$ cat src/rtl/pcu_pkg.sv
package pcu_pkg;

  typedef enum logic [1:0] {
    SRC_SEQ = 2'd0,
    SRC_REG = 2'd1,
    SRC_ABS = 2'd2,
    SRC_RET = 2'd3
  } pc_src_e;

  typedef enum logic [2:0] {
    CC_EQ   = 3'd0,
    CC_NE   = 3'd1,
    CC_LT   = 3'd2,
    CC_GE   = 3'd3,
    CC_LE   = 3'd4,
    CC_GT   = 3'd5,
    CC_RSV6 = 3'd6,
    CC_RSV7 = 3'd7
  } br_cond_e;

endpackage

$ cat src/rtl/pcu_branch_cmp.sv
module pcu_branch_cmp #(
  parameter int W = 16
) (
  input  logic [W-1:0] op_a,
  input  logic [W-1:0] op_b,
  input  logic [2:0]   br_cc,
  output logic         taken
);
  import pcu_pkg::*;

  localparam int MSB = W - 1;

  logic eq, lt_u, lt_s;

  always_comb begin
    eq   = (op_a == op_b);
    lt_u = (op_a < op_b);
    // differing signs: the negative one is smaller
    lt_s = (op_a[MSB] ^ op_b[MSB]) ? op_a[MSB] : lt_u;
  end

  always_comb begin
    unique case (br_cc)
      CC_EQ:   taken = eq;
      CC_NE:   taken = !eq;
      CC_LT:   taken = lt_s;
      CC_GE:   taken = !lt_s;
      CC_LE:   taken = lt_s | eq;
      CC_GT:   taken = !(lt_s | eq);
      default: taken = 1'b0;
    endcase
  end

  // reserved codes never produce a taken branch
  always_comb begin
    if (br_cc == CC_RSV6 || br_cc == CC_RSV7)
      a_r8_reserved_not_taken: assert (!taken);
  end

endmodule

$ cat src/rtl/pcu_next_sel.sv
module pcu_next_sel #(
  parameter int W    = 16,
  parameter int OFFW = 8
) (
  input  logic [W-1:0]    pc,
  input  logic            halt,
  input  logic            br_en,
  input  logic            taken,
  input  logic [1:0]      src,
  input  logic [OFFW-1:0] br_off,
  input  logic [W-1:0]    reg_tgt,
  input  logic [W-1:0]    abs_tgt,
  input  logic [W-1:0]    ret_addr,
  output logic [W-1:0]    nxt
);
  import pcu_pkg::*;

  localparam logic [W-1:0] INC = W'(1);

  logic [W-1:0] off_ext;
  logic [W-1:0] seq_pc;

  generate
    if (OFFW < W) begin : g_sext
      assign off_ext = {{(W-OFFW){br_off[OFFW-1]}}, br_off};
    end else begin : g_trunc
      assign off_ext = br_off[W-1:0];
    end
  endgenerate

  assign seq_pc = pc + INC;

  always_comb begin
    if (halt) begin
      nxt = pc;
    end else if (br_en) begin
      nxt = taken ? (pc + off_ext) : seq_pc;
    end else begin
      unique case (src)
        SRC_REG: nxt = reg_tgt;
        SRC_ABS: nxt = abs_tgt;
        SRC_RET: nxt = ret_addr;
        default: nxt = seq_pc;
      endcase
    end
  end

endmodule

$ cat src/rtl/pc_next_unit.sv
module pc_next_unit #(
  parameter int W    = 16,
  parameter int OFFW = 8
) (
  input  logic            clk,
  input  logic            rst,
  input  logic            halt,
  input  logic [1:0]      src,
  input  logic            br_en,
  input  logic [2:0]      br_cc,
  input  logic [W-1:0]    op_a,
  input  logic [W-1:0]    op_b,
  input  logic [OFFW-1:0] br_off,
  input  logic [W-1:0]    abs_tgt,
  input  logic [W-1:0]    reg_tgt,
  input  logic [W-1:0]    ret_addr,
  output logic [W-1:0]    pc,
  output logic [W-1:0]    pc_inc
);
  import pcu_pkg::*;

  localparam logic [W-1:0] INC = W'(1);

  logic         taken;
  logic [W-1:0] nxt;

  pcu_branch_cmp #(.W(W)) u_cmp (
    .op_a  (op_a),
    .op_b  (op_b),
    .br_cc (br_cc),
    .taken (taken)
  );

  pcu_next_sel #(.W(W), .OFFW(OFFW)) u_sel (
    .pc       (pc),
    .halt     (halt),
    .br_en    (br_en),
    .taken    (taken),
    .src      (src),
    .br_off   (br_off),
    .reg_tgt  (reg_tgt),
    .abs_tgt  (abs_tgt),
    .ret_addr (ret_addr),
    .nxt      (nxt)
  );

  always_ff @(posedge clk) begin
    if (rst) begin
      pc     <= '0;
      pc_inc <= INC;
    end else begin
      pc     <= nxt;
      pc_inc <= nxt + INC;
    end
  end


  a_r1_reset_value: assert property (@(posedge clk)
    rst |=> (pc == '0 && pc_inc == INC));


  a_r2_halt_holds: assert property (@(posedge clk) disable iff (rst)
    halt |=> $stable(pc));


  a_r4_inc_tracks: assert property (@(posedge clk) disable iff (rst)
    pc_inc == W'(pc + INC));


  a_r3_sequential: assert property (@(posedge clk) disable iff (rst)
    (!halt && !br_en && src == SRC_SEQ) |=> pc == W'($past(pc) + INC));


  a_r10_absolute: assert property (@(posedge clk) disable iff (rst)
    (!halt && !br_en && src == SRC_ABS) |=> pc == $past(abs_tgt));


  a_r11_return: assert property (@(posedge clk) disable iff (rst)
    (!halt && !br_en && src == SRC_RET) |=> pc == $past(ret_addr));


  a_r9_register: assert property (@(posedge clk) disable iff (rst)
    (!halt && !br_en && src == SRC_REG) |=> pc == $past(reg_tgt));

endmodule

$ cat config.mk
export PLATFORM = sky130hd
export DESIGN_NAME = pc_next_unit
export DESIGN_NICKNAME = d
export VERILOG_FILES = /design/src/rtl/pcu_pkg.sv /design/src/rtl/pcu_branch_cmp.sv /design/src/rtl/pcu_next_sel.sv /design/src/rtl/pc_next_unit.sv
export SDC_FILE = /design/constraint.sdc
export NUM_CORES = 1
export LEC_CHECK = 0
export BUFFER_PORTS_ARGS = -buffer_cell sky130_fd_sc_hd__buf_4
export CELL_PAD_IN_SITES_DETAIL_PLACEMENT = 1
export CELL_PAD_IN_SITES_GLOBAL_PLACEMENT = 1
export CORE_UTILIZATION = 30
export CTS_BUF_LIST = sky130_fd_sc_hd__clkbuf_4
export CTS_CLUSTER_DIAMETER = 80
export DETAILED_ROUTE_END_ITERATION = 10
export PLACE_DENSITY = 0.72
export SYNTH_ARGS = -nofsm -noshare
export SYNTH_HDL_FRONTEND = slang
export SYNTH_HIERARCHICAL = 1
export SYNTH_SLANG_ARGS = --single-unit
$ cat constraint.sdc
create_clock -name clk -period 5.3 [get_ports clk]
set_input_delay 1.06 -clock clk [delete_from_list [all_inputs] [get_ports clk]]
set_output_delay 1.06 -clock clk [all_outputs]
set_load 0.05 [all_outputs]
==> Word level (Yosys, flattened, before mapping) <==
Index checks and enable logic that the tools add are counted.
{ "classes": {"add_sub_neg": 3, "order_cmp": 1, "n_eq_ne": 9, "mux": 6, "bitwise": 2, "n_reduce_logical": 4} }
{ "ops": {"columns": ["op", "n"], "rows": [
  ["$mux 16", 3],
  ["$pmux 16 s3", 1],
  ["$add 16x1->16 const B", 2],
  ["$add 16x16->16", 1],
  ["$eq 16x16->1", 1],
  ["$lt 16x16->1", 1],
  ["$eq 3x2->1 const B", 2],
  ["$eq 3x3->1 const B", 2],
  ["$pmux 1 s6", 1],
  ["$eq 2x2->1 const B", 2],
  ["$eq 3x1->1 const B", 1],
  ["$logic_not 1->1", 3],
  ["$logic_not 3->1", 1],
  ["$eq 2x1->1 const B", 1],
  ["$mux 1", 1],
  ["$or 1x1->1", 1],
  ["$xor 1x1->1", 1]
]} }
{ "word_totals": {"register_bits": 32, "inputBits": 97, "elab_cells": 27} }

==> Longest topological paths before layout <==
Gate-level depths: netlist (run 1).
{ "logic_depth": {"depth_word": 9, "ltp_mapped": 18, "ltp_nobuf": 16} }

==> By module <==
The synthesis (run 1) kept the hierarchy.
{ "by_module_without_submodules": {"columns": ["mod", "instances", "cells_each", "area_per_inst_um2", "seq_area_each_um2"], "rows": [
  ["pcu_next_sel", 1, 293, 2082.0, 0.0],
  ["pc_next_unit", 1, 107, 1104.8, 640.6],
  ["pcu_branch_cmp", 1, 67, 498.0, 0.0]
]} }

==> Least setup slack after synthesis (run 1) <==
OpenSTA, ideal clock, no wires.
{ "synth_path": {"path_kind": "input -> register", "from": "in op_b[13]", "to": "reg pc_inc[13]", "t_arrival_ps": 4469, "t_required_ps": 5179, "slack_ps": 710, "stages": 16, "n_path_buf": 2, "cell_sequence": "inv_1 -> ha_1 -> a21o_1 -> a2111oi_1 -> a32oi_2 -> mux2i_1 -> o2111ai_1 -> clkbuf_8 -> clkbuf_1 -> nor2_1 -> a21oi_1 -> mux2i_1 -> o21ai_0 -> nand4_4 -> nor4_1 -> mux2_2"} }
{ "synth_via": {"elab_chain_cells": 9} }
{ "synth_lines": {"columns": ["element", "line", "source"], "rows": [
  ["start: declaration", "pc_next_unit.sv:12", "input logic [W-1:0] op_b,"],
  ["$lt 16x16->1", "pcu_branch_cmp.sv:17", "lt_u = (op_a < op_b);"],
  ["$mux 1", "pcu_branch_cmp.sv:19", "lt_s = (op_a[MSB] ^ op_b[MSB]) ? op_a[MSB] : lt_u;"],
  ["$or 1x1->1", "pcu_branch_cmp.sv:28, pcu_branch_cmp.sv:29", null],
  ["$logic_not 1->1", "pcu_branch_cmp.sv:29", "CC_GT: taken = !(lt_s | eq);"],
  ["$pmux 1 s6 *", "pcu_branch_cmp.sv:23", "unique case (br_cc)"],
  ["via taken", "pc_next_unit.sv:24", "logic taken;"],
  ["$mux 16 *", "pcu_next_sel.sv:37", "nxt = taken ? (pc + off_ext) : seq_pc;"],
  ["$mux 16 *", "pcu_next_sel.sv:36", "end else if (br_en) begin"],
  ["$mux 16 *", "pcu_next_sel.sv:34", "if (halt) begin"],
  ["via nxt[4]", "pc_next_unit.sv:25", "logic [W-1:0] nxt;"],
  ["$add 16x1->16 *", "pc_next_unit.sv:53", "pc_inc <= nxt + INC;"],
  ["end signal: assignment", "pc_next_unit.sv:53", null],
  ["end: declaration", "pc_next_unit.sv:18", "output logic [W-1:0] pc_inc"]
]} }
Mark *: on every way through the listed nets, which the timed path passes. The rest lies on a longest branch.
A chain may end at the register's enable or synchronous reset.

==> Worst setup path in the final report (run 1) <==
{ "layout_path": {"from": "in op_a[15]", "to": "reg pc_inc[13]"} }
{ "layout_via": {"elab_chain_cells": 9} }
{ "layout_lines": {"columns": ["element", "line", "source"], "rows": [
  ["start: declaration", "pc_next_unit.sv:11", "input logic [W-1:0] op_a,"],
  ["$lt 16x16->1 / $xor 1x1->1 (equally long branches)", "pcu_branch_cmp.sv:17, pcu_branch_cmp.sv:19", null],
  ["$mux 1", "pcu_branch_cmp.sv:19", null],
  ["$or 1x1->1", "pcu_branch_cmp.sv:28, pcu_branch_cmp.sv:29", null],
  ["$logic_not 1->1", "pcu_branch_cmp.sv:29", null],
  ["$pmux 1 s6 *", "pcu_branch_cmp.sv:23", null],
  ["via taken", "pc_next_unit.sv:24", null],
  ["$mux 16 *", "pcu_next_sel.sv:37", null],
  ["$mux 16 *", "pcu_next_sel.sv:36", null],
  ["$mux 16 *", "pcu_next_sel.sv:34", null],
  ["via nxt[7]", "pc_next_unit.sv:25", null],
  ["$add 16x1->16 *", "pc_next_unit.sv:53", null]
]} }
Marks and branches as above.

==> results of run 1 <==
==> flip-flops by register name (all words and copies together), names as in the netlist <==
signal	count
pc	16
pc_inc	16
==> final timing paths <==
| check | startpoint | end | depth (start not counted) |
|---|---|---|---|
| worst max-delay path | op_a[15] | pc_inc[13] | 16 |
| worst min-delay path | pc[1] | pc[1] | 3 |
| worst max register to register | pc[0] | pc_inc[13] | 10 |
| worst min register to register | pc[1] | pc[1] | 3 |
==> logic make-up (layout without fill, tap and decap cells) <==
group | count (synthesis) | in the layout | synth area share
buffers and inverters | 49 | 166 | 0.0696
flip-flops | 32 | 32 | 0.174
XOR/XNOR | 23 | 23 | 0.0547
adder cells (fa/ha/maj) | 34 | 34 | 0.117
AO/OA/AOI/OAI | 126 | 126 | 0.232
multiplexers | 29 | 29 | 0.100
AND/OR/NAND/NOR | 174 | 174 | 0.252
==> through the flow <==
stage | worst slack, ns | util | hold WS, ns | instances | area, um^2
2_1_floorplan | 0.710 | - | 0.868 | 467 | 3680
3_3_place_gp | 0.398 | 0.391 | 0.798 | 724 | 4700
3_5_place_dp | 0.245 | 0.391 | 0.828 | 724 | 4700
4_1_cts | 0.590 | 0.395 | 0.844 | 731 | 4750
5_1_grt | 0.147 | 0.395 | 0.894 | 731 | 4750
6_report | 0.592 | 0.395 | 0.843 | 731 | 4750
==> per-layer routing <==
metal / part of all wire / track usage / wire, um / vias up
met5: 0 / 0 / 0 / -
met4: 0.011 / 0.0444 / 148 / 0
met3: 0.054 / 0.0252 / 703 / 14
met2: 0.48 / 0.364 / 6220 / 132
met1: 0.45 / 0.257 / 5860 / 1873
li1: - / - / - / 1959
==> area by class of cell <==
| type | count | area (um^2) | area share |
|---|---|---|---|
| Clock inverter | 2 | 7.51 | 0.00158 |
| Timing Repair Buffer | 131 | 983 | 0.207 |
| Clock buffer | 5 | 37.5 | 0.00791 |
| Sequential cell | 32 | 641 | 0.135 |
| Inverter | 28 | 105 | 0.0221 |
| Multi-Input combinational cell | 386 | 2790 | 0.587 |
| Tap cell | 147 | 184 | 0.0388 |
==> power groups by stage <==
| stage | Combinational (mW) | Clock (mW) | Sequential [mW] |
|---|---|---|---|
| 6_report | 0.496 | 0.118 | 0.293 |
| 2_1_floorplan | 0.251 | 0 | 0.369 |
| 3_3_place_gp | 0.483 | 0 | 0.300 |
| 4_1_cts | 0.497 | 0.124 | 0.294 |
| 3_5_place_dp | 0.494 | 0 | 0.299 |
| 5_1_grt | 0.537 | 0.137 | 0.297 |
==> cells in the final DEF, fill, tap and decap left out, types with 11 or more instances in the layout <==
cell                      Yosys  layout
sky130_fd_sc_hd__mux2_2      12      12
sky130_fd_sc_hd__inv_1       28      28
sky130_fd_sc_hd__nor2_1      46      46
sky130_fd_sc_hd__nor2b_1     16      16
sky130_fd_sc_hd__ha_1        33      33
sky130_fd_sc_hd__xor2_1      15      15
sky130_fd_sc_hd__mux2i_1     11      11
sky130_fd_sc_hd__a21oi_1     37      37
sky130_fd_sc_hd__nand3_1     16      16
sky130_fd_sc_hd__dfxtp_1     32      32
sky130_fd_sc_hd__o21ai_0     23      23
sky130_fd_sc_hd__buf_4        1     131
sky130_fd_sc_hd__nand2_1     36      36
==> worst max-delay path, delay by kind of cell <==
kind | cells | cell delay (ns)
buf+inv | 2 | 0.37
compound gates | 6 | 1.23
simple gates | 6 | 1.57
fa+ha+maj | 1 | 0.31
mux | 1 | 0.37
==> results by stage, run 1 <==
Power and ir drop:
- In this run the power spent charging and discharging nets is 396 uW.
- Of the total power, the share spent switching nets is 0.436.
- VDD sags by at most around 160 uV.
- The overall power consumption is about 910 uW.
- The share of total power dissipated in combinational logic is 0.547.
- The leakage power of the design is around 2.2 nW.
- In this run the power density over the cells is 191 nW/um^2.
- The share of total power dissipated in the clock network is 0.130.
- The sequential group share of total power is 0.323.
- The internal power consumption is between 500 and 600 uW.

Drt:
- The initial detailed-routing violation count is 226.
- Across all layers, the routed design uses 3978 vias.
- Dividing the detail-routed wire length by the instance count gives between 15 and 20 um.
- The remaining antenna violation count is 0.
- The pre-antenna-repair detailed-routing pass consisted of 5 iterations.
- For this run, design rule violations remaining after detail routing come to 0.
- The number of vias per cell after detailed routing is between 5 and 6.
- The aggregate routed wire length is about 13000 um.

CTS:
- The buffer count from post-CTS setup fixing is 0.
- The number of gates resized after CTS was 0.
- The clock tree synthesis step divided the H-tree into 2 levels.
- TritonCTS built the clock tree.
- The number of buffers added by the clock tree synthesis step is 5.
- After clock tree synthesis, the flow added hold-fix buffers numbering 0.
- The clock-pin slew on the worst setup and hold paths is roughly 0.080 ns.
- The root buffer cell chosen for the clock tree is sky130_fd_sc_hd__clkbuf_4.
- For this design, the sink count on the clock tree is 32.
- At the later pin of the worst-skew pair, clock insertion delay measures 0.33 ns.
- The number of buffers on the longest clock path is 2.

Synthesis:
- After synthesis, the netlist uses 73 different library cells.
- Dividing the synthesized area by the synthesized cell count gives a little under 8 um^2.
- Counting instances in the post-synthesis netlist gives the leading cell types as sky130_fd_sc_hd__nor2_1 (46), sky130_fd_sc_hd__a21oi_1 (37), sky130_fd_sc_hd__nand2_1 (36).
- The number of standard cells after synthesis is around 470.
- The sequential cell area fraction in the yosys report is 0.174.
- The area share of the leading cell type in the synthesized netlist is 0.174.
- Among all flip-flop cells after synthesis, the most frequent one is sky130_fd_sc_hd__dfxtp_1.
- The count of yosys warnings during synthesis is 6.
- The most repeated cell in the gate-level netlist after synthesis is sky130_fd_sc_hd__nor2_1.
- The async set-reset flop share out of synthesis is 0.
- By area the synthesized netlist is led by sky130_fd_sc_hd__dfxtp_1 (17%), sky130_fd_sc_hd__ha_1 (11%), sky130_fd_sc_hd__a21oi_1 (5.0%).
- The largest total area in the synthesized netlist belongs to sky130_fd_sc_hd__dfxtp_1.
- The mapped cell area is around 3700 um^2.
- After synthesis the netlist holds a flip-flop and latch count of 32.
- The post-synthesis net count is about 600.
- The number of enable-type register cells in the synthesized netlist is 0.

STA:
- The smallest clock period supported by the final layout is computed as roughly 4.7 ns.
- Across the routed clock network, the largest skew measured is between 0.009 and 0.01 ns.
- The slew at the pin with the worst max-slew slack is 0.646 ns.
- The final clock period utilization by the worst path is 0.888.
- Setup repair after global routing left no endpoint under its margin.
- Measured against its own limit, the worst slew margin works out to 0.569.
- The achievable frequency is around 210 MHz.
- The hold violation count in the final report was 0.
- The number of slew-limit violations in the final report is 0.
- The final count of negative-setup-slack endpoints is 0.
- Summed over all failing endpoints, the final setup total negative slack is 0 ns.

Setup path:
- Of all nets on the critical path, the largest fanout is 17.
- Among all stages on the critical path, the largest delay is contributed by sky130_fd_sc_hd__nor4_1.
- The worst register-to-register path has a setup slack of about 1.8 ns.
- The arrival time reported for the critical path endpoint is roughly 4.9 ns.
- Counting stages on the worst path, the most repeated cell is sky130_fd_sc_hd__buf_4.
- The startpoint type of the worst setup path is a primary input.
- Traced cell by cell, the critical path runs through buf_4, ha_1, nand4_2, nor4_2, o21ai_1, a32oi_2, nand4b_1, o2111ai_1, buf_4, nand2b_1, o21ai_0, a41oi_1, o221a_1, nand4_1, nor4_1, mux2_2.
- The worst setup path is of the primary input to flip-flop kind.
- The highest cell delay on the worst timing path is between 0.3 and 0.4 ns.
- The nature of the critical path endpoint is a flip-flop.
- The critical path data required time is 5.52 ns.

Die:
- After floorplanning, the core was sized to cover between 10000 and 15000 um^2.
- The number of cell rows is 40.
- The die extent in y is approximately 110 um.
- For this design the top-level I/O count stands at 129.
- The floorplan step defined a die boundary enclosing between 10000 and 15000 um^2.
- In this run the horizontal extent of the chip is 113 um.
- The initial standard-cell utilization of the core is 0.307.

Layout:
- The net count of the finished layout is 715.
- The total of fill cells in the finished design is 1464.
- Of the cells placed in the final design, the portion with a size suffix greater than 1 is 0.298.
- The area growth from synthesis to layout is 28.8%.
- The total inserted antenna cells is 0.

Job:
- Max-cap violations in this run came to 0.

Global route:
- The number of antenna violations at the first check in global routing was 0.
- The global-route wire length before repair is a little over 20000 um.
- After global routing the overflow that remains totals 0.
- The global router's overall resource usage is 0.202.
- The via count of the first global-routing pass is about 4100.
- Entering global routing, the biggest net connects 32 pins.

Placed design:
- During placement, the flow inserted port buffers numbering 128.
- The weighted congestion at the end of routability-driven global placement is ~0.91.
- The half-perimeter wire length of the detailed placement result is around 11000 um.

Worst hold path:
- The worst hold path belongs to the class flip-flop to flip-flop.

Run status:
- The run finished with clean final reports.
Power figures use the tool's default switching activity.
==> inputs of run 2 (changes only) <==
BUFFER_PORTS_ARGS = -buffer_cell sky130_fd_sc_hd__buf_2   (was -buffer_cell sky130_fd_sc_hd__buf_4)
CORE_ASPECT_RATIO = 0.75   (was default)
==> run 2 against run 1 <==
Net effect:
- cell area shrank 5.6%
- hold slack lost 0.051 ns
- fmax shrank 5.4%
- clock power grew 55%
- core utilization shrank 1.5 points
- highest routed layer unchanged
- register-to-register slack lost 0.06 ns
- first-iteration DRC count grew 6.6%
- global-route usage grew 0.40 points
- combinational power shrank 6.7%
- sequential cell count is the same
==> results by stage, run 2 (same netlist as run 1, synthesis figures left out) <==
Drt:
- The routed wirelength normalized by instance count was 17.4 um (-1.5%).
- The remaining antenna violation count was 0 (unchanged).
- The initial detailed-routing violation count was 241 (+6.6%).
- The aggregate routed wire length came to 13000 um (+0.79%).
- The count of unresolved DRC violations after routing is 0 (unchanged).
- The number of vias per cell after detailed routing is 5.44 (about the same).
- The detailed-route via count came to 4068 (+2.3%).
- The detailed-routing iteration count for the pre-antenna-repair pass is 5 (unchanged).

CTS:
- The clock-pin slew on the worst setup and hold paths is 0.10 ns (+0.02 ns).
- The tree is rooted in a sky130_fd_sc_hd__clkbuf_4.
- The clock network latency to the later pin of the worst-skew pair came to 0.33 ns (about the same).
- The number of buffers on the longest clock path is 2 (unchanged).
- TritonCTS built the clock tree.
- The number of buffers added by the clock tree synthesis step was 5 (unchanged).
- The total of cells resized after clock tree synthesis is 0 (unchanged).
- The number of levels in the clock H-tree came to 2 (unchanged).
- The count of hold buffers inserted by post-cts repair is 0 (unchanged).
- The clock net sink count was 32 (unchanged).
- The buffer count from post-CTS setup fixing came to 0 (unchanged).

Run status:
- The flow ran to the end, and the final reports show no timing, DRC or antenna violations.

Global route:
- The global router's overall resource usage is 0.206 (+0.00404).
- The number of antenna violations at the first check in global routing was 0 (unchanged).
- The via count of the first global-routing pass came to 4046 (-1.6%).
- The maximum number of pins on one net before global-route repair is 32 (unchanged).
- The leftover overflow at the end of global routing is 0 (unchanged).
- The global-route wire length before repair is 20800 um (+0.57%).

Layout:
- The total inserted antenna cells is 0 (unchanged).
- In the layout the commonest cells are sky130_fd_sc_hd__buf_2 (128), sky130_fd_sc_hd__nor2_1 (46), sky130_fd_sc_hd__a21oi_1 (37), sky130_fd_sc_hd__nand2_1 (36), sky130_fd_sc_hd__ha_1 (33).
- The most common cell after layout, fill and taps aside is sky130_fd_sc_hd__buf_2.
- The utilization after layout is 0.380 (-0.0148).
- The largest registers in the layout are pc: 16 flops, pc_inc: 16 flops.
- The total of fill cells in the finished design was 1507 (+2.9%).
- The share of cells above drive strength 1 came to 0.300 (+0.00240).
- The net count of the finished layout is 716 (+0.14%).
- The post-route cell area is 4480 um^2 (-5.6%).
- From synthesis to final layout, the design area changed by 21.6%.

Placed design:
- The cell area reported after detailed placement was 4410 um^2 (-6.3%).
- The count of port buffers added during placement came to 128 (unchanged).
- The weighted congestion at the end of routability-driven global placement came to 0.905 (-0.24%).
- The half-perimeter wire length of the detailed placement result is 10700 um (+0.49%).

Power and ir drop:
- The leakage power of the design is 2.14 nW (-3.2%).
- The power density normalized to cell area is 209 nW/um^2 (+9.4%).
- The worst-case vdd ir drop is 93.0 uV (-43%).

STA:
- The number of slew-limit violations in the final report is 0 (unchanged).
- The final count of negative-setup-slack endpoints is 0 (unchanged).
- The worst clock skew is 0.00960 ns (+0.000166 ns).
- The final clock period utilization by the worst path is 0.939 (+0.0503).
- The setup total negative slack is 0 ns (unchanged).
- The time the final worst path needs with I/O delays and setup is 4.97 ns (+0.266 ns).
- Setup repair after global routing left no endpoint under its margin.
- The worst slew margin relative to its limit was 0.527 (-0.0423).
- The slew at the pin with the worst max-slew slack came to 0.708 ns (+0.0620 ns).
- The achievable frequency was 201 MHz (-5.4%).
- The hold violation count in the final report is 0 (unchanged).

Die:
- The width of the die is 130 um (+15%).
- The total die area was 12700 um^2 (about the same).
- The placeable core area is 11800 um^2 (-1.9%).
- The number of cell rows came to 34 (-15%).
- The die extent in y is 98.0 um (-13%).
- The top-level port count is 129 (unchanged).
- The initial standard-cell utilization of the core is 0.313 (+0.00593).

Setup path:
- The class of the most critical setup path is primary input to flip-flop.
- The launching element of the worst setup path is op_b[15].
- The critical path data required time is 5.53 ns (about the same).
- The destination of the worst register-to-register timing path is pc_inc[15].
- The most critical setup path has its endpoint at pc_inc[15].
- The cell count of the worst reg-to-reg path was 10 (unchanged).
- The launch point of the worst reg-to-reg path is pc[3].
- The maximum net fanout on the critical path is 17 (unchanged).
- The arrival time reported for the critical path endpoint is 5.20 ns (+0.28 ns).
- The worst-case register-to-register setup slack is 1.69 ns (-0.06 ns).
- The startpoint type of the worst setup path is a primary input.
- The nature of the critical path endpoint is a flip-flop.

Job:
- The number of violations of the max-capacitance limit is 0 (unchanged).

Worst hold path:
- In this run the worst hold path is classified as flip-flop to flip-flop.
- The worst min-delay path startpoint is pc[0].
run 2: how the worst min path moves through the flow:
| stage | endpoint | slack [ns] | cells after the start |
|---|---|---|---|
| finish | pc_inc[0] | 0.79 | 3 |
| global route | pc_inc[0] | 0.84 | 3 |
| CTS | pc_inc[0] | 0.79 | 3 |
| detailed placement | pc_inc[0] | 0.76 | 3 |
| global placement | pc_inc[0] | 0.74 | 3 |
| floorplan | pc_inc[0] | 0.87 | 3 |
run 2: critical path, cell delays in order:
cell	delay [ns]
sky130_fd_sc_hd__buf_2	0.08
sky130_fd_sc_hd__inv_1	0.04
sky130_fd_sc_hd__ha_1	0.30
sky130_fd_sc_hd__nand4_2	0.14
sky130_fd_sc_hd__nor4_2	0.35
sky130_fd_sc_hd__o21ai_1	0.15
sky130_fd_sc_hd__a32oi_2	0.29
sky130_fd_sc_hd__mux2i_1	0.21
sky130_fd_sc_hd__o2111ai_1	0.14
sky130_fd_sc_hd__buf_4	0.22
sky130_fd_sc_hd__nor2_1	0.42
sky130_fd_sc_hd__nor2_1	0.10
sky130_fd_sc_hd__o31ai_1	0.27
sky130_fd_sc_hd__o32a_1	0.28
sky130_fd_sc_hd__nand4_1	0.28
sky130_fd_sc_hd__nor4_1	0.49
sky130_fd_sc_hd__mux2_1	0.36
run 2: per-layer routing:
metal / part of all wire / wire length [um] / global-route usage / vias to the layer above
met2: 0.45 / 5810 / 0.334 / 152
li1: - / - / - / 1960
met4: 0.0034 / 44 / 0.0206 / 0
met3: 0.068 / 880 / 0.0279 / 7
met1: 0.48 / 6300 / 0.299 / 1949
met5: 0 / 0 / 0 / -
run 2: through the flow:
| step | total power, mW | instances | hold slack, ns | setup WS [ns] |
|---|---|---|---|---|
| final | 0.937 | 748 | 0.791 | 0.325 |
| after global routing | 1.00 | 748 | 0.843 | 0.0410 |
| after CTS | 0.944 | 748 | 0.789 | 0.391 |
| after detailed placement | 0.757 | 740 | 0.757 | 0.0803 |
| after global placement | 0.745 | 740 | 0.744 | 0.354 |
| after floorplan | 0.620 | 467 | 0.868 | 0.710 |
run 2: report_power, final:
| group | internal [mW] | switching (mW) |
|---|---|---|
| Clock | 0.0963 | 0.0865 |
| Sequential | 0.264 | 0.0275 |
| Combinational | 0.170 | 0.293 |
| Total | 0.530 | 0.407 |
run 2: area by class of cell:
| type | count | area [um^2] | share of cell area |
|---|---|---|---|
| timing repair buffer | 132 | 671 | 0.150 |
| clock inverter | 3 | 37.5 | 0.00838 |
| tap | 162 | 203 | 0.0452 |
| multi-input combinational | 386 | 2790 | 0.622 |
| inverter | 28 | 105 | 0.0235 |
| sequential | 32 | 641 | 0.143 |
| clock buffer | 5 | 37.5 | 0.00838 |
==> inputs of run 3 (changes only) <==
clock period = 6.1 ns   (was 5.3 ns; I/O delays follow)
==> run 3 against run 2 <==
Net effect:
- routed wire length grew 0.48%
- sequential cell count stayed put
- die area did not move
- first-iteration DRC count is 12% lower
- hold slack got worse by 0.013 ns
- via count increased by 0.64%
- sequential power fell by 13%
- count of clock-buffer cells in the layout is the same
- worst setup slack improved by 0.82 ns
- global-route usage grew 0.22 points
- final cell count shrank 0.27%
- non-clock buffer count is 2 lower
- largest cell class unchanged
- largest power group unchanged
==> results by stage, run 3 (same netlist as run 1, synthesis figures left out) <==
Layout:
- The layout overhead on the synthesized area is 21.2%.
- The total of fill cells in the finished design came to 1489 (-1.2%).
- The largest registers in the layout are pc: 16 flops, pc_inc: 16 flops.
- The post-route cell area is 4470 um^2 (-0.34%).
- The non-filler instance count after layout is 746 (-0.27%).
- The share of cells above drive strength 1 is 0.298 (-0.00240).
- Leaving out fill and tap cells, the most frequent cell in the layout is sky130_fd_sc_hd__buf_2.
- In the layout the commonest cells are sky130_fd_sc_hd__buf_2 (128), sky130_fd_sc_hd__nor2_1 (46), sky130_fd_sc_hd__a21oi_1 (37), sky130_fd_sc_hd__nand2_1 (36), sky130_fd_sc_hd__ha_1 (33).
- The total inserted antenna cells is 0 (unchanged).
- The net count of the finished layout came to 714 (-0.28%).

CTS:
- The clock-pin slew on the worst setup and hold paths was 0.11 ns (about the same).
- The number of levels in the clock H-tree is 2 (unchanged).
- The number of buffers added by the clock tree synthesis step is 5 (unchanged).
- TritonCTS built the clock tree.
- The buffer count from post-CTS setup fixing is 0 (unchanged).
- The total of cells resized after clock tree synthesis is 0 (unchanged).
- The clock net sink count is 32 (unchanged).
- In this run the clock root is driven by a sky130_fd_sc_hd__clkbuf_4.
- The count of hold buffers inserted by post-cts repair is 0 (unchanged).
- The clock network latency to the later pin of the worst-skew pair came to 0.35 ns (+0.02 ns).
- The number of buffers on the longest clock path is 2 (unchanged).

Global route:
- The global-route wire length before repair is 20900 um (+0.26%).
- The number of antenna violations at the first check in global routing came to 0 (unchanged).
- The maximum number of pins on one net before global-route repair came to 32 (unchanged).
- The leftover overflow at the end of global routing is 0 (unchanged).
- The global router's overall resource usage is 0.209 (+0.00224).
- The via count of the first global-routing pass was 4189 (+3.5%).

Drt:
- The remaining antenna violation count came to 0 (unchanged).
- The number of vias per cell after detailed routing is 5.49 (+0.91%).
- The routed wirelength normalized by instance count is 17.6 um (+0.74%).
- The count of unresolved DRC violations after routing is 0 (unchanged).
- The detailed-routing iteration count for the pre-antenna-repair pass is 5 (unchanged).
- The aggregate routed wire length came to 13100 um (+0.48%).
- The detailed-route via count is 4094 (+0.64%).
- The initial detailed-routing violation count is 211 (-12%).

STA:
- The number of slew-limit violations in the final report was 0 (unchanged).
- Setup repair after global routing left no endpoint under its margin.
- The setup total negative slack is 0 ns (unchanged).
- The worst clock skew is 0.0106 ns (+0.000999 ns).
- The smallest clock period supported by the final layout is computed as around 5.0 ns.
- The slew at the pin with the worst max-slew slack is 0.705 ns (-0.00337 ns).
- The hold violation count in the final report came to 0 (unchanged).
- The final clock period utilization by the worst path is 0.812.
- The final count of negative-setup-slack endpoints is 0 (unchanged).
- The worst slew margin relative to its limit was 0.529 (+0.00225).
- The achievable frequency is ~200 MHz.

Power and ir drop:
- The power density normalized to cell area was 182 nW/um^2 (-13%).
- The overall power consumption is 813 uW (-13%).
- The worst-case vdd ir drop is 94.2 uV (+1.3%).
- The leakage power of the design was 2.13 nW (-0.48%).

Die:
- The die extent in y is 98.0 um (unchanged).
- The placeable core area was 11800 um^2 (unchanged).
- The number of cell rows is 34 (unchanged).
- The total die area is 12700 um^2 (unchanged).
- The initial standard-cell utilization of the core came to 0.313 (unchanged).
- The width of the die is 130 um (unchanged).
- The top-level port count was 129 (unchanged).

Placed design:
- The half-perimeter wire length of the detailed placement result is 10800 um (+0.59%).
- The cell area reported after detailed placement is 4390 um^2 (-0.34%).
- The count of port buffers added during placement came to 128 (unchanged).
- The cell total after placement was 738 (-0.27%).
- The weighted congestion at the end of routability-driven global placement is 0.934 (+3.2%).

Setup path:
- The launch point of the worst reg-to-reg path is pc[3].
- The critical path in this run is classified as primary input to flip-flop.
- The nature of the critical path endpoint is a flip-flop.
- The maximum net fanout on the critical path is 17 (unchanged).
- The critical path data required time is 6.35 ns (+0.82 ns).
- Tracing the worst setup path back leads to its startpoint at op_a[15].
- The arrival time reported for the critical path endpoint is 5.20 ns (about the same).
- The startpoint type of the worst setup path is a primary input.

Worst hold path:
- The worst hold path belongs to the class flip-flop to flip-flop.
- The startpoint identified for the worst hold timing path is pc[0].

Run status:
- The flow ran to the end, and the final reports show no timing, DRC or antenna violations.

Job:
- The number of violations of the max-capacitance limit is 0 (unchanged).
## run 3: layout make-up
cell class | instances | area, um^2 | share of cell area
Tap cell | 162 | 203 | 0.0454
Clock buffer | 5 | 37.5 | 0.00840
Inverter | 28 | 105 | 0.0235
Timing Repair Buffer | 130 | 656 | 0.147
Sequential cell | 32 | 641 | 0.143
Clock inverter | 3 | 37.5 | 0.00840
Multi-Input combinational cell | 386 | 2790 | 0.624
## run 3: routing by layer
layer,track usage,up-vias,share of wire
met4,0.0277,0,0.0088
li1,-,1957,-
met5,0,-,0
met2,0.341,132,0.45
met3,0.0373,11,0.057
met1,0.291,1994,0.48
## run 3: worst max-delay path: stages
cell                        delay (ns)
sky130_fd_sc_hd__buf_2            0.11
sky130_fd_sc_hd__ha_1             0.31
sky130_fd_sc_hd__nand4_2          0.14
sky130_fd_sc_hd__nor4_2           0.36
sky130_fd_sc_hd__o21ai_1          0.14
sky130_fd_sc_hd__a32oi_2          0.28
sky130_fd_sc_hd__mux2i_1          0.22
sky130_fd_sc_hd__o2111ai_1        0.15
sky130_fd_sc_hd__buf_4            0.22
sky130_fd_sc_hd__nor2_1           0.36
sky130_fd_sc_hd__nor3_1           0.09
sky130_fd_sc_hd__o32ai_1          0.53
sky130_fd_sc_hd__nand4_4          0.27
sky130_fd_sc_hd__nor4_1           0.42
sky130_fd_sc_hd__mux2_1           0.36
## run 3: worst paths after layout
kind | end | slack, ns | depth (start not counted)
max reg2reg | pc_inc[15] | 2.65 | 10
min | pc_inc[0] | 0.78 | 3
max | pc_inc[15] | 1.15 | 15
min reg2reg | pc_inc[0] | 0.78 | 3
## run 3: where the power goes
part	switching, mW	internal, mW
sequential	0.0238	0.229
combinational	0.254	0.146
clock	0.0765	0.0836
## run 3: metrics by stage
stage / hold slack, ns / utilization / setup slack [ns]
after floorplan: 0.868 / - / 1.35
after global placement: 0.744 / 0.373 / 1.04
after detailed placement: 0.755 / 0.373 / 0.758
after CTS: 0.788 / 0.379 / 1.13
after global routing: 0.862 / 0.379 / 0.893
final: 0.778 / 0.379 / 1.15
